**config.mk**
```make
export PLATFORM = sky130hd
export DESIGN_NAME = pm_cap_regs
export DESIGN_NICKNAME = d
export VERILOG_FILES = /design/src/rtl/pm_cap_pkg.sv /design/src/rtl/pm_busrst_edge.sv /design/src/rtl/pm_pstate_fsm.sv /design/src/rtl/pm_wake_ctl.sv /design/src/rtl/pm_cap_regs.sv
export SDC_FILE = /design/constraint.sdc
export NUM_CORES = 1
export LEC_CHECK = 0
export BUFFER_PORTS_ARGS = -buffer_cell sky130_fd_sc_hd__buf_2
export CELL_PAD_IN_SITES_DETAIL_PLACEMENT = 1
export CELL_PAD_IN_SITES_GLOBAL_PLACEMENT = 1
export CORE_ASPECT_RATIO = 0.7
export CORE_MARGIN = 2
export CORE_UTILIZATION = 23
export CTS_BUF_LIST = sky130_fd_sc_hd__clkbuf_8
export CTS_CLUSTER_DIAMETER = 100
export CTS_CLUSTER_SIZE = 25
export DETAILED_ROUTE_END_ITERATION = 6
export GPL_TIMING_DRIVEN = 0
export PLACE_DENSITY_LB_ADDON = 0.1
export SLEW_MARGIN = 20
export SYNTH_ARGS = -nofsm -noshare
export SYNTH_HDL_FRONTEND = slang
export SYNTH_HIERARCHICAL = 1
export SYNTH_SLANG_ARGS = --single-unit
export TNS_END_PERCENT = 20
```
**constraint.sdc**
```tcl
create_clock -name clk -period 2.2 [get_ports clk]
set_clock_uncertainty 0.2 [all_clocks]
set_input_delay 0 -clock clk [delete_from_list [all_inputs] [get_ports clk]]
set_output_delay 0 -clock clk [all_outputs]
set_load 0.05 [all_outputs]
```
**src/rtl/pm_cap_pkg.sv**
```systemverilog
package pm_cap_pkg;

    typedef enum logic [1:0] {
        PS_D0    = 2'b00,
        PS_D3HOT = 2'b11
    } pstate_e;

    typedef enum logic {
        BR_HELD = 1'b0,
        BR_RUN  = 1'b1
    } brst_e;

    localparam logic [7:0] CAP_ID_PM  = 8'h01;
    localparam logic [2:0] PM_VERSION = 3'b010;
    localparam int         SEL_W      = 4;
    localparam int         PWR_W      = 8;

    function automatic logic [4:0] pme_support(input logic pm_on, input logic aux);
        if (!pm_on)  return 5'b00000;
        else if (aux) return 5'b11001;
        else          return 5'b01001;
    endfunction

    function automatic logic sel_reports(input logic [SEL_W-1:0] sel);
        return (sel == 4'd0) || (sel == 4'd3) || (sel == 4'd4) || (sel == 4'd7);
    endfunction

endpackage

```
**src/rtl/pm_busrst_edge.sv**
```systemverilog
module pm_busrst_edge
    import pm_cap_pkg::*;
#(
    parameter int SYNC_STAGES = 2
) (
    input  logic clk,
    input  logic rst_n,
    input  logic bus_rst_n,
    output logic clr_pulse
);

    logic [SYNC_STAGES-1:0] sync_q;
    brst_e state_q, state_d;
    logic  synced;
    logic  release_d;

    assign synced = sync_q[SYNC_STAGES-1];

    always_ff @(posedge clk or negedge rst_n) begin
        if (!rst_n) sync_q <= '0;
        else        sync_q <= {sync_q[SYNC_STAGES-2:0], bus_rst_n};
    end

    always_ff @(posedge clk or negedge rst_n) begin
        if (!rst_n) state_q <= BR_HELD;
        else        state_q <= state_d;
    end

    always_comb begin
        state_d   = state_q;
        release_d = 1'b0;
        unique case (state_q)
            BR_HELD: if (synced) begin
                state_d   = BR_RUN;
                release_d = 1'b1;
            end
            BR_RUN: if (!synced) state_d = BR_HELD;
            default: state_d = BR_HELD;
        endcase
    end

    always_ff @(posedge clk or negedge rst_n) begin
        if (!rst_n) clr_pulse <= 1'b0;
        else        clr_pulse <= release_d;
    end


    clr_single_chk: assert property (@(posedge clk) disable iff (!rst_n)
        clr_pulse |=> !clr_pulse);

endmodule

```
**src/rtl/pm_pstate_fsm.sv**
```systemverilog
module pm_pstate_fsm
    import pm_cap_pkg::*;
(
    input  logic       clk,
    input  logic       rst_n,
    input  logic       bus_clr,
    input  logic       wr,
    input  logic [1:0] req,
    output pstate_e    state
);

    pstate_e state_d;

    always_ff @(posedge clk or negedge rst_n) begin
        if (!rst_n) state <= PS_D0;
        else        state <= state_d;
    end

    always_comb begin
        state_d = state;
        if (bus_clr) begin
            state_d = PS_D0;
        end else if (wr) begin
            unique case (state)
                PS_D0:    if (req == 2'b11) state_d = PS_D3HOT;
                PS_D3HOT: if (req == 2'b00) state_d = PS_D0;
                default:  state_d = PS_D0;
            endcase
        end
    end


    mid_code_ignored_chk: assert property (@(posedge clk) disable iff (!rst_n)
        (wr && !bus_clr && (req == 2'b01 || req == 2'b10)) |=> $stable(state));

endmodule

```
**src/rtl/pm_wake_ctl.sv**
```systemverilog
module pm_wake_ctl (
    input  logic clk,
    input  logic rst_n,
    input  logic bus_clr,
    input  logic aux_pwr,
    input  logic pm_en_strap,
    input  logic wr_hi,
    input  logic en_bit,
    input  logic clr_bit,
    input  logic wake_evt,
    output logic pme_en_q,
    output logic pme_status_q,
    output logic pme_n
);

    logic soft_clr;
    assign soft_clr = bus_clr && !aux_pwr;

    always_ff @(posedge clk or negedge rst_n) begin
        if (!rst_n)                                pme_en_q <= 1'b0;
        else if (soft_clr)                         pme_en_q <= 1'b0;
        else if (wr_hi && (!en_bit || pm_en_strap)) pme_en_q <= en_bit;
    end

    always_ff @(posedge clk or negedge rst_n) begin
        if (!rst_n)                   pme_status_q <= 1'b0;
        else if (soft_clr)            pme_status_q <= 1'b0;
        else if (wake_evt)            pme_status_q <= 1'b1;
        else if (wr_hi && clr_bit)    pme_status_q <= 1'b0;
    end

    assign pme_n = ~(pme_status_q & pme_en_q);


    en_locked_chk: assert property (@(posedge clk) disable iff (!rst_n)
        (!pm_en_strap && !pme_en_q) |=> !pme_en_q);


    wake_sets_chk: assert property (@(posedge clk) disable iff (!rst_n)
        (wake_evt && !soft_clr) |=> pme_status_q);


    release_chk: assert property (@(posedge clk) disable iff (!rst_n)
        (wr_hi && clr_bit && !wake_evt) |=> pme_n);


    sticky_keep_chk: assert property (@(posedge clk) disable iff (!rst_n)
        (bus_clr && aux_pwr && !wr_hi && !wake_evt) |=> ($stable(pme_en_q) && $stable(pme_status_q)));

endmodule

```
**src/rtl/pm_cap_regs.sv**
```systemverilog
module pm_cap_regs
    import pm_cap_pkg::*;
#(
    parameter int                ADDR_W      = 8,
    parameter logic [ADDR_W-1:0] CAP_BASE    = 8'hDC,
    parameter int                SYNC_STAGES = 2
) (
    input  logic              clk,
    input  logic              pwr_good_n,
    input  logic              bus_rst_n,
    input  logic [ADDR_W-1:0] cfg_addr,
    input  logic              cfg_we,
    input  logic [3:0]        cfg_be,
    input  logic [31:0]       cfg_wdata,
    output logic [31:0]       cfg_rdata,
    input  logic              pm_en_strap,
    input  logic              mng_en_strap,
    input  logic              aux_pwr,
    input  logic [PWR_W-1:0]  d0_power,
    input  logic [PWR_W-1:0]  d3_power,
    input  logic [7:0]        next_ptr,
    input  logic              pme_clk_strap,
    input  logic              wake_evt,
    output logic              pme_n,
    output logic [1:0]        pwr_state
);

    localparam int                  IDX_W   = ADDR_W - 2;
    localparam logic [IDX_W-1:0]    BASE_DW = CAP_BASE[ADDR_W-1:2];
    localparam logic [IDX_W-1:0]    NEXT_DW = BASE_DW + 1'b1;

    logic             hit0, hit1, wr_lo, wr_hi;
    logic             bus_clr;
    logic             pme_en_q, pme_status_q;
    logic [SEL_W-1:0] sel_q;
    pstate_e          ps_q;
    logic [15:0]      pmc_word, pmcsr_word;
    logic [1:0]       scale;
    logic [PWR_W-1:0] data_byte;
    logic             wdata_unused;

    assign hit0  = (cfg_addr[ADDR_W-1:2] == BASE_DW);
    assign hit1  = (cfg_addr[ADDR_W-1:2] == NEXT_DW);
    assign wr_lo = cfg_we && hit1 && cfg_be[0];
    assign wr_hi = cfg_we && hit1 && cfg_be[1];
    assign wdata_unused = ^{cfg_wdata[31:16], cfg_wdata[7:2], cfg_addr[1:0], cfg_be[3:2]};

    pm_busrst_edge #(.SYNC_STAGES(SYNC_STAGES)) u_brst (
        .clk       (clk),
        .rst_n     (pwr_good_n),
        .bus_rst_n (bus_rst_n),
        .clr_pulse (bus_clr)
    );

    pm_pstate_fsm u_ps (
        .clk     (clk),
        .rst_n   (pwr_good_n),
        .bus_clr (bus_clr),
        .wr      (wr_lo),
        .req     (cfg_wdata[1:0]),
        .state   (ps_q)
    );

    pm_wake_ctl u_wake (
        .clk          (clk),
        .rst_n        (pwr_good_n),
        .bus_clr      (bus_clr),
        .aux_pwr      (aux_pwr),
        .pm_en_strap  (pm_en_strap),
        .wr_hi        (wr_hi),
        .en_bit       (cfg_wdata[8]),
        .clr_bit      (cfg_wdata[15]),
        .wake_evt     (wake_evt),
        .pme_en_q     (pme_en_q),
        .pme_status_q (pme_status_q),
        .pme_n        (pme_n)
    );

    always_ff @(posedge clk or negedge pwr_good_n) begin
        if (!pwr_good_n)            sel_q <= '0;
        else if (bus_clr)           sel_q <= '0;
        else if (wr_hi && pm_en_strap) sel_q <= cfg_wdata[12:9];
    end

    always_comb begin
        scale     = {1'b0, mng_en_strap && sel_reports(sel_q)};
        data_byte = '0;
        if (pm_en_strap) begin
            unique case (sel_q)
                4'd0, 4'd4: data_byte = d0_power;
                4'd3, 4'd7: data_byte = d3_power;
                default:    data_byte = '0;
            endcase
        end
        pmc_word   = {pme_support(pm_en_strap, aux_pwr), 2'b00, 3'b000,
                      1'b1, pme_clk_strap, 1'b0, PM_VERSION};
        pmcsr_word = {pme_status_q, scale, sel_q, pme_en_q, 6'b0, ps_q};
    end

    always_comb begin
        if (hit0)      cfg_rdata = {pmc_word, next_ptr, CAP_ID_PM};
        else if (hit1) cfg_rdata = {data_byte, 8'h00, pmcsr_word};
        else           cfg_rdata = '0;
    end

    assign pwr_state = ps_q;


    outside_zero_chk: assert property (@(posedge clk) disable iff (!pwr_good_n)
        (!hit0 && !hit1) |-> (cfg_rdata == 32'h0));


    data_gated_chk: assert property (@(posedge clk) disable iff (!pwr_good_n)
        !pm_en_strap |-> (cfg_rdata[31:24] == 8'h00));


    sel_frozen_chk: assert property (@(posedge clk) disable iff (!pwr_good_n)
        (!pm_en_strap && !bus_clr) |=> $stable(sel_q));

endmodule

```
# Word-level counts from Yosys, hierarchy flattened
# Cells that the tools add are included.
dict set report word_totals {
  inputBits 77
  regBits 12
}
dict set report op_classes {
  n_eq_ne 9
  mux 20
  n_reduce_logical 24
  n_bitwise 2
}
# op n
set op_table {}
lappend op_table {{32-bit two-way mux} 2}
lappend op_table {{8-bit one-hot mux with 2 select lines} 1}
lappend op_table {{6-bit equality test (second input constant)} 2}
lappend op_table {{5-bit two-way mux} 2}
lappend op_table {{4-bit by 3-bit equality test with 1-bit output (second input constant)} 2}
lappend op_table {{1-bit logical AND} 8}
lappend op_table {{2-bit two-way mux} 4}
lappend op_table {{4-bit two-way mux} 2}
lappend op_table {{8-bit two-way mux} 1}
lappend op_table {{1-bit two-way mux} 7}
lappend op_table {{3-bit by 2-bit != test with 1-bit output (second input constant)} 2}
lappend op_table {{2-bit nonzero test} 3}
lappend op_table {{2-bit equality test (second input constant)} 2}
lappend op_table {{4-bit by 2-bit equality test with 1-bit output (second input constant)} 1}
lappend op_table {{2-bit zero test} 2}
lappend op_table {{4-bit zero test} 1}
lappend op_table {{1-bit logical OR} 4}
lappend op_table {{2-bit one-hot mux with 2 select lines} 1}
lappend op_table {{2-bit OR reduction} 2}
lappend op_table {{3-bit AND reduction} 1}
lappend op_table {{3-bit nonzero test} 1}
lappend op_table {{1-bit zero test} 2}
lappend op_table {{1-bit bitwise AND} 1}
lappend op_table {{1-bit NOT} 1}

# Depth between registers and ports, before layout
# Gate-level depths: netlist of run 1.
dict set report depth {
  ltp_word 7
  ltp_mapped 6
}

# Hierarchy
# Netlist of run 1, hierarchy kept.
# module area_per_inst_um2 seq_area_each_um2 n_inst cells_per_inst
set modules_own_cells {}
lappend modules_own_cells {pm_cap_regs 718.2 100.1 1 86}
lappend modules_own_cells {pm_busrst_edge 113.9 100.1 1 5}
lappend modules_own_cells {pm_wake_ctl 106.4 50.0 1 10}
lappend modules_own_cells {pm_pstate_fsm 70.1 25.0 1 7}

# Worst setup path after synthesis of run 1
# OpenSTA, ideal clock, no wires.
dict set report synth_path {
  path_type {reg-to-output}
  from {register sel_q[1]}
  to {output cfg_rdata[24]}
  slack_ns 0.280
  path_stages_with_launch 5
  arrival_time_ns 1.720
  required_time_ns 2.000
  n_path_buf 1
  path_cell_list {dfrtp_1 -> buf_6 -> nor3_1 -> a22oi_1 -> nor2_1}
}
dict set report synth_between {
  elab_chain_len 6
  elab_cells_between_ends 10
  cone_classes {eq/ne: 3; mux: 4; reduce/logical: 3}
}
# item line
set synth_lines {}
lappend synth_lines {{from (decl)} pm_cap_regs.sv:35} ;# logic [SEL_W-1:0] sel_q;
lappend synth_lines {{from (signal assigned)} pm_cap_regs.sv:82} ;# else if (wr_hi && pm_en_strap) sel_q <= cfg_wdata[12:9];
lappend synth_lines {{4-bit by 2-bit equality test with 1-bit output (tied with other cells)} pm_cap_regs.sv:89} ;# unique case (sel_q)
lappend synth_lines {{2-bit OR reduction} pm_cap_regs.sv:89}
lappend synth_lines {{8-bit one-hot mux with 2 select lines (*)} pm_cap_regs.sv:89}
lappend synth_lines {{8-bit two-way mux (*)} pm_cap_regs.sv:88} ;# if (pm_en_strap) begin
lappend synth_lines {{32-bit two-way mux (*)} pm_cap_regs.sv:102} ;# else if (hit1) cfg_rdata = {data_byte, 8'h00, pmcsr_word};
lappend synth_lines {{32-bit two-way mux (*)} pm_cap_regs.sv:101} ;# if (hit0) cfg_rdata = {pmc_word, next_ptr, CAP_ID_PM};
lappend synth_lines {{to (decl)} pm_cap_regs.sv:15} ;# output logic [31:0] cfg_rdata,
# Every way passes the cells marked *; elsewhere a longest branch is shown, timed or not.

# Worst setup path in the final report of run 1
dict set report layout_path {
  from {input cfg_addr[4]}
  to {register u_ps.state[0]}
}
dict set report layout_between {
  elab_chain_len 5
}
# item line
set layout_lines {}
lappend layout_lines {{from (decl)} pm_cap_regs.sv:11} ;# input logic [ADDR_W-1:0] cfg_addr,
lappend layout_lines {{6-bit equality test} pm_cap_regs.sv:43} ;# assign hit1 = (cfg_addr[ADDR_W-1:2] == NEXT_DW);
lappend layout_lines {{1-bit logical AND (2 in a row)} pm_cap_regs.sv:44} ;# assign wr_lo = cfg_we && hit1 && cfg_be[0];
lappend layout_lines {{named net wr_lo} pm_cap_regs.sv:32} ;# logic hit0, hit1, wr_lo, wr_hi;
lappend layout_lines {{2-bit nonzero test (no line)} n/a}
lappend layout_lines {{3-bit AND reduction (no line)} n/a}
lappend layout_lines {{to (signal assigned)} pm_pstate_fsm.sv:16} ;# else state <= state_d;
lappend layout_lines {{to (decl)} pm_pstate_fsm.sv:9} ;# output pstate_e state
# The timed path passes the listed nets, and every way through them passes these cells.
# A chain may end at the register's enable or synchronous reset.

==> results of run 1 <==
tightest hold or removal path, cell delays in order:
cell	delay, ns
buf_2	0.11
nand3_1	0.16
o31ai_1	0.10
a21oi_1	0.12
final cells by class:
cell class | instances | area share
clock inverter | 1 | 0.002175
buffer | 20 | 0.09137
timing repair buffer | 92 | 0.3249
sequential | 11 | 0.1595
multi-input combinational | 84 | 0.3517
inverter | 3 | 0.006526
tap | 55 | 0.03988
clock buffer | 3 | 0.02393
cell usage in the layout (no fill, tap or decap), drive strengths merged, types with 3 or more instances in the layout:
| cell | instances |
|---|---|
| buf | 90 |
| dlygate4sd3 | 17 |
| conb | 11 |
| dfrtp | 11 |
| nor2 | 8 |
| clkbuf | 8 |
| a22o | 7 |
| a21oi | 6 |
| nand3 | 5 |
| a22oi | 5 |
| o21a | 4 |
| and3 | 4 |
| inv | 4 |
| o31ai | 4 |
| nand4 | 4 |
| nor2b | 4 |
| or3b | 3 |
| and2 | 3 |
| a2111oi | 3 |
| nor3 | 3 |
layer usage:
layer / global-route usage / vias to the layer above / part of all wire
li1: - / 594 / -
met1: 0.2037 / 559 / 0.42
met2: 0.2512 / 61 / 0.47
met3: 0.02786 / 6 / 0.089
met4: 0.03279 / 0 / 0.020
met5: 0 / - / 0
path summary, 6_finish.rpt:
kind	cells after the start	to	startpoint	slack [ns]
min reg2reg	0	u_brst/sync_q[1]	u_brst/sync_q[0]	0.15
min	4	sel_q[3]	cfg_be[1]	0.09
min in group asynchronous	3	sel_q[2]	pwr_good_n	0.65
max in group asynchronous	3	u_wake/pme_en_q	pwr_good_n	0.81
max	8	u_ps/state[0]	cfg_addr[4]	0.1
max reg2reg	3	u_wake/pme_status_q	u_brst/clr_pulse	0.50
flip-flops by register name (all words and copies together), names as in the netlist:
name                 count
sel_q                    4
u_brst/sync_q            2
u_wake/pme_en_q          1
u_ps/state               1
u_wake/pme_status_q      1
u_brst/clr_pulse         1
u_brst/state_q           1
stage by stage:
stage               hold slack [ns]  area (µm²)  power (W)  utilization
floorplan                   -0.4956        1046  0.0003867            -
detailed placement          -0.3188        1475  0.0004644       0.3447
global placement            -0.3188        1475  0.0004595       0.3447
finish                      0.08995        1725  0.0006888       0.4032
global route                 0.1240        1725  0.0007262       0.4032
CTS                         0.07280        1690  0.0006897       0.3950
where the power goes:
group,switching [W],internal [W]
registers,0.0000124,0.000214
logic,0.000154,0.000107
clock network,0.0000788,0.000123
logic make-up (layout without fill, tap and decap cells):
logic type	after synthesis	count (layout)	share of synthesized area
DFF	11	11	0.2729
AOI/OAI and AO/OA	32	32	0.2829
buffers and inverters	23	119	0.1675
and+or+nand+nor	41	41	0.2729
other	1	11	0.003719
timing repair:
item                                   in CTS  in global routing
gates resized for setup                     0                  4
hold buffers                               17                  0
buffers inserted                            0                  3
endpoints found under the hold margin      19                  0
setup endpoints to repair                   0                 11
==> results.yml, run 1 <==
critical_path:
  cp.required_ns: 2.12
  endpoint_kind: "flip-flop"
  cpLargestDelayFamily: "simple AND/OR/NAND/NOR gates"
  slowest_stage: "dlygate4sd3_1"
  path_cells: "buf_2 -> or4b_4 -> buf_6 -> nor2_4 -> and3_1 -> nor2b_1 -> o32ai_2 -> dlygate4sd3_1"
  setup.worst_path.start_class: "input pin"
  cp_max_fo: 8
  arrival_ns: 2.03
  critPathMaxStageDelay_ns: 0.56
  path_class: "in2reg"
  cp_num_buf_inv: 3
worst_hold_path:
  min_path_type: "in2reg"
cts:
  cts.path.max_buffers: 2
  path_clk_slew_ns: 0.05
  htree_levels: 1
  clk_latency_ns: 0.24
  numCtsBuffers: 3
  clock_sinks: 11
  cts-root-buf: "clkbuf_8"
  cts_tree: "yes"
yosys:
  yosysWarnings: 6
  synth_edf_count: 0
  syn_inst: 108
  ys.flop_type: "dfrtp_1"
  ys_ff_latch: 11
  syn_avg_cell_area_um2: 9.338
  seq_area_frac_synth: 0.2730
  synth.most_common_cell: "buf_4"
  synth_async_sr_flop_share: 1.000
  synth_commonest_cells: "14 x buf_4, 11 x dfrtp_1, 7 x a22o_1, 7 x nor2_1, 6 x a21oi_1"
  yosysTopAreaCellShare: 0.2730
  synth_top_cell_by_area: "dfrtp_1"
  synth.top_cells.by_area: "dfrtp_1 27%, buf_4 10%, a22o_1 6.1%"
  ys_types: 33
  syn_area_um2: 1008
sta:
  fin_ws_ns: 0.09623
  max_slew.worst_pin.slew_ns: 0.6592
  hold_viol_final: 0
  finalCriticalPeriod_ns: 2.104
  post-route-period-util: 0.9563
  finalSetupViolCount: 0
  slew_viol_final: 0
  fmax_ghz: 0.4753
  relSlewSlack: 0.5594
  timing.setup.tns_ns: 0
routing:
  initialDrtViolationCount: 42
  drc_errors: 0
  drt-vias-per-instance: 4.535
  drt-total-wl_um: 3766
  ant_nets: 0
  vias: 1220
  drt-wirelength-per-cell_um: 14.00
  firstDrtPassIters: 4
place:
  gp_congestion: 0.7137
  placed_cells: 245
  io_buffers: 72
  dp_hpwl_um: 2841
  dp_slack_ns: 0.3139
layout:
  antenna_cells: 0
  syn2layout_area_growth_pct: 71.09
  drive_above_1_share: 0.5047
  nets: 292
  finalNonFillerCells: 269
  fill_cells: 544
  multiInputGateArea_um2: 606.8
  regArea_um2: 275.3
grt:
  grt_pass1_wl_um: 5954
  antenna_found_initial: 0
  grtUsageTotal: 0.1497
  grt_pass1_vias: 1216
  grt_max_degree: 12
  overflow: 0
die:
  dieArea_um2: 4939
  die_w_um: 83.15
  io_pins: 112
  rows: 20
  die_h_um: 59.40
  core_um2: 4279
  initial_utilization: 0.2357
power_and_ir_drop:
  ir_drop_uv: 309.2
  leakage_nw: 0.8892
  powerDensity_nw_per_um2: 399.2
run:
  max-cap-violations: 0
run_status:
  status: "completed"
Note: power is estimated with default switching activity, not from simulation.
==> inputs of run 2 (changes only) <==
--- a/config.mk
+++ b/config.mk
@@ -8,2 +8,3 @@
 export BUFFER_PORTS_ARGS = -buffer_cell sky130_fd_sc_hd__buf_2
+export CAP_MARGIN = 5
 export CELL_PAD_IN_SITES_DETAIL_PLACEMENT = 1
--- a/constraint.sdc
+++ b/constraint.sdc
@@ -4,2 +4,2 @@
 set_output_delay 0 -clock clk [all_outputs]
-set_load 0.05 [all_outputs]
+set_load 0.005 [all_outputs]
==> results.yml, run 2 (synthesis gave the netlist of run 1 again) <==
grt:
  grt_pass1_wl_um: 5954
  overflow: 0
  antenna_found_initial: 0
  grt_pass1_vias: 1216
  grt_max_degree: 12
  grtUsageTotal: 0.1497
critical_path:
  setup.worst_path.start_class: "input pin"
  endpoint_kind: "flip-flop"
  path_class: "in2reg"
  worst_r2r_path_depth: 3
  r2r-end: "u_wake/pme_status_q"
  ff2ff_setup_slack_ns: 0.50
  cp_max_fo: 8
  cp.required_ns: 2.12
  r2r_start: "u_brst/clr_pulse"
  arrival_ns: 2.03
die:
  dieArea_um2: 4939
  die_w_um: 83.15
  io_pins: 112
  rows: 20
  initial_utilization: 0.2357
  die_h_um: 59.40
  core_um2: 4279
layout:
  final_core_util: 0.4003
  largest_reg_flops: 4
  stdcell_area_um2: 1713
  nets: 292
  biggestRegsByFlops: "sel_q (4), u_brst/sync_q (2)"
  syn2layout_area_growth_pct: 69.85
  regMostFlops: "sel_q"
  mostFrequentLayoutCells: "72 x buf_2, 17 x buf_4, 17 x dlygate4sd3_1"
  layout_commonest_cell: "buf_2"
  fill_cells: 546
  drive_above_1_share: 0.5000
  antenna_cells: 0
place:
  gp_congestion: 0.7137
  dp_hpwl_um: 2841
  post_dp_cell_area_um2: 1475
  io_buffers: 72
cts:
  htree_levels: 1
  clock_sinks: 11
  cts-root-buf: "clkbuf_8"
  path_clk_slew_ns: 0.05
  clk_latency_ns: 0.24
  cts.path.max_buffers: 2
  numCtsBuffers: 3
  cts_tree: "yes"
routing:
  initialDrtViolationCount: 31
  drt-total-wl_um: 3774
  drt-vias-per-instance: 4.524
  drc_errors: 0
  drt-wirelength-per-cell_um: 14.03
  firstDrtPassIters: 4
  vias: 1217
  ant_nets: 0
sta:
  fmax_ghz: 0.4753
  hold_viol_final: 0
  post-route-period-util: 0.9562
  max_slew.worst_pin.slew_ns: 0.6911
  slew_viol_final: 0
  finalCriticalPeriod_ns: 2.104
  timing.setup.tns_ns: 0
  rsz0062_at_grt: "no"
  relSlewSlack: 0.5380
  finalSetupViolCount: 0
run:
  max-cap-violations: 0
power_and_ir_drop:
  ir_drop_uv: 228.9
  p_total_w: 0.0006037
  powerDensity_nw_per_um2: 352.4
  leakage_nw: 0.8902
run_status:
  status: "completed"
worst_hold_path:
  hp-start: "pme_clk_strap"
  hold_path_end: "cfg_rdata[20]"
  holdPathStages: 3
  min_path_type: "in2out"
[run 2: worst max-delay path by stage]
stage / from / endpoint / slack (ns)
4_1_cts: cfg_addr[4] / u_ps/state[0] / 0.01
2_1_floorplan: sel_q[1] / cfg_rdata[31] / 0.61
3_5_place_dp: cfg_addr[4] / u_ps/state[0] / 0.31
3_3_place_gp: cfg_addr[4] / u_ps/state[0] / 0.36
6_report: cfg_addr[4] / u_ps/state[0] / 0.1
5_1_grt: cfg_addr[4] / u_ps/state[0] / 0.03
[run 2: per-stage QoR]
stage / cells / worst slack, ns / hold WS (ns)
after floorplan: 118 / 0.6097 / -0.4956
after global placement: 245 / 0.3571 / -0.3188
after detailed placement: 245 / 0.3139 / -0.3188
after CTS: 266 / 0.01171 / 0.07210
after global routing: 269 / 0.02640 / 0.08437
final: 269 / 0.09628 / 0.06899
[run 2: where the power goes]
| group | leakage, nW | internal, W | switching (W) | total, W |
|---|---|---|---|---|
| sequential | 0.140 | 0.000214 | 0.0000124 | 0.000226 |
| combinational | 0.724 | 0.000105 | 0.0000711 | 0.000176 |
| clock | 0.0269 | 0.000123 | 0.0000789 | 0.000202 |
[run 2: metal layers]
layer | GRT usage | part of all wire | vias to the layer above
met5 | 0 | 0 | -
met4 | 0.03279 | 0.015 | 0
met3 | 0.02786 | 0.089 | 4
met2 | 0.2512 | 0.48 | 58
met1 | 0.2037 | 0.42 | 562
li1 | - | - | 593
[run 2: worst max-delay path, stage by stage]
cell,delay [ns]
buf_2,0.12
or4b_4,0.53
buf_6,0.16
nor2_4,0.15
and3_1,0.21
nor2b_1,0.20
o32ai_2,0.09
dlygate4sd3_1,0.56
[run 2: layout make-up]
type	count	area, µm²	share of cell area
inverter	3	11.26	0.006574
multi-input combinational	84	601.8	0.3514
timing repair buffer	92	553.0	0.3229
clock buffer	3	41.29	0.02411
tap	55	68.82	0.04018
sequential	11	275.3	0.1607
buffer	20	157.7	0.09204
clock inverter	1	3.754	0.002191
[run 2: what timing repair did]
action,CTS,global route
gates resized for setup,0,0
hold endpoints to repair,19,0
endpoints found under the setup margin,0,2
hold buffers,17,0
setup buffers,0,3
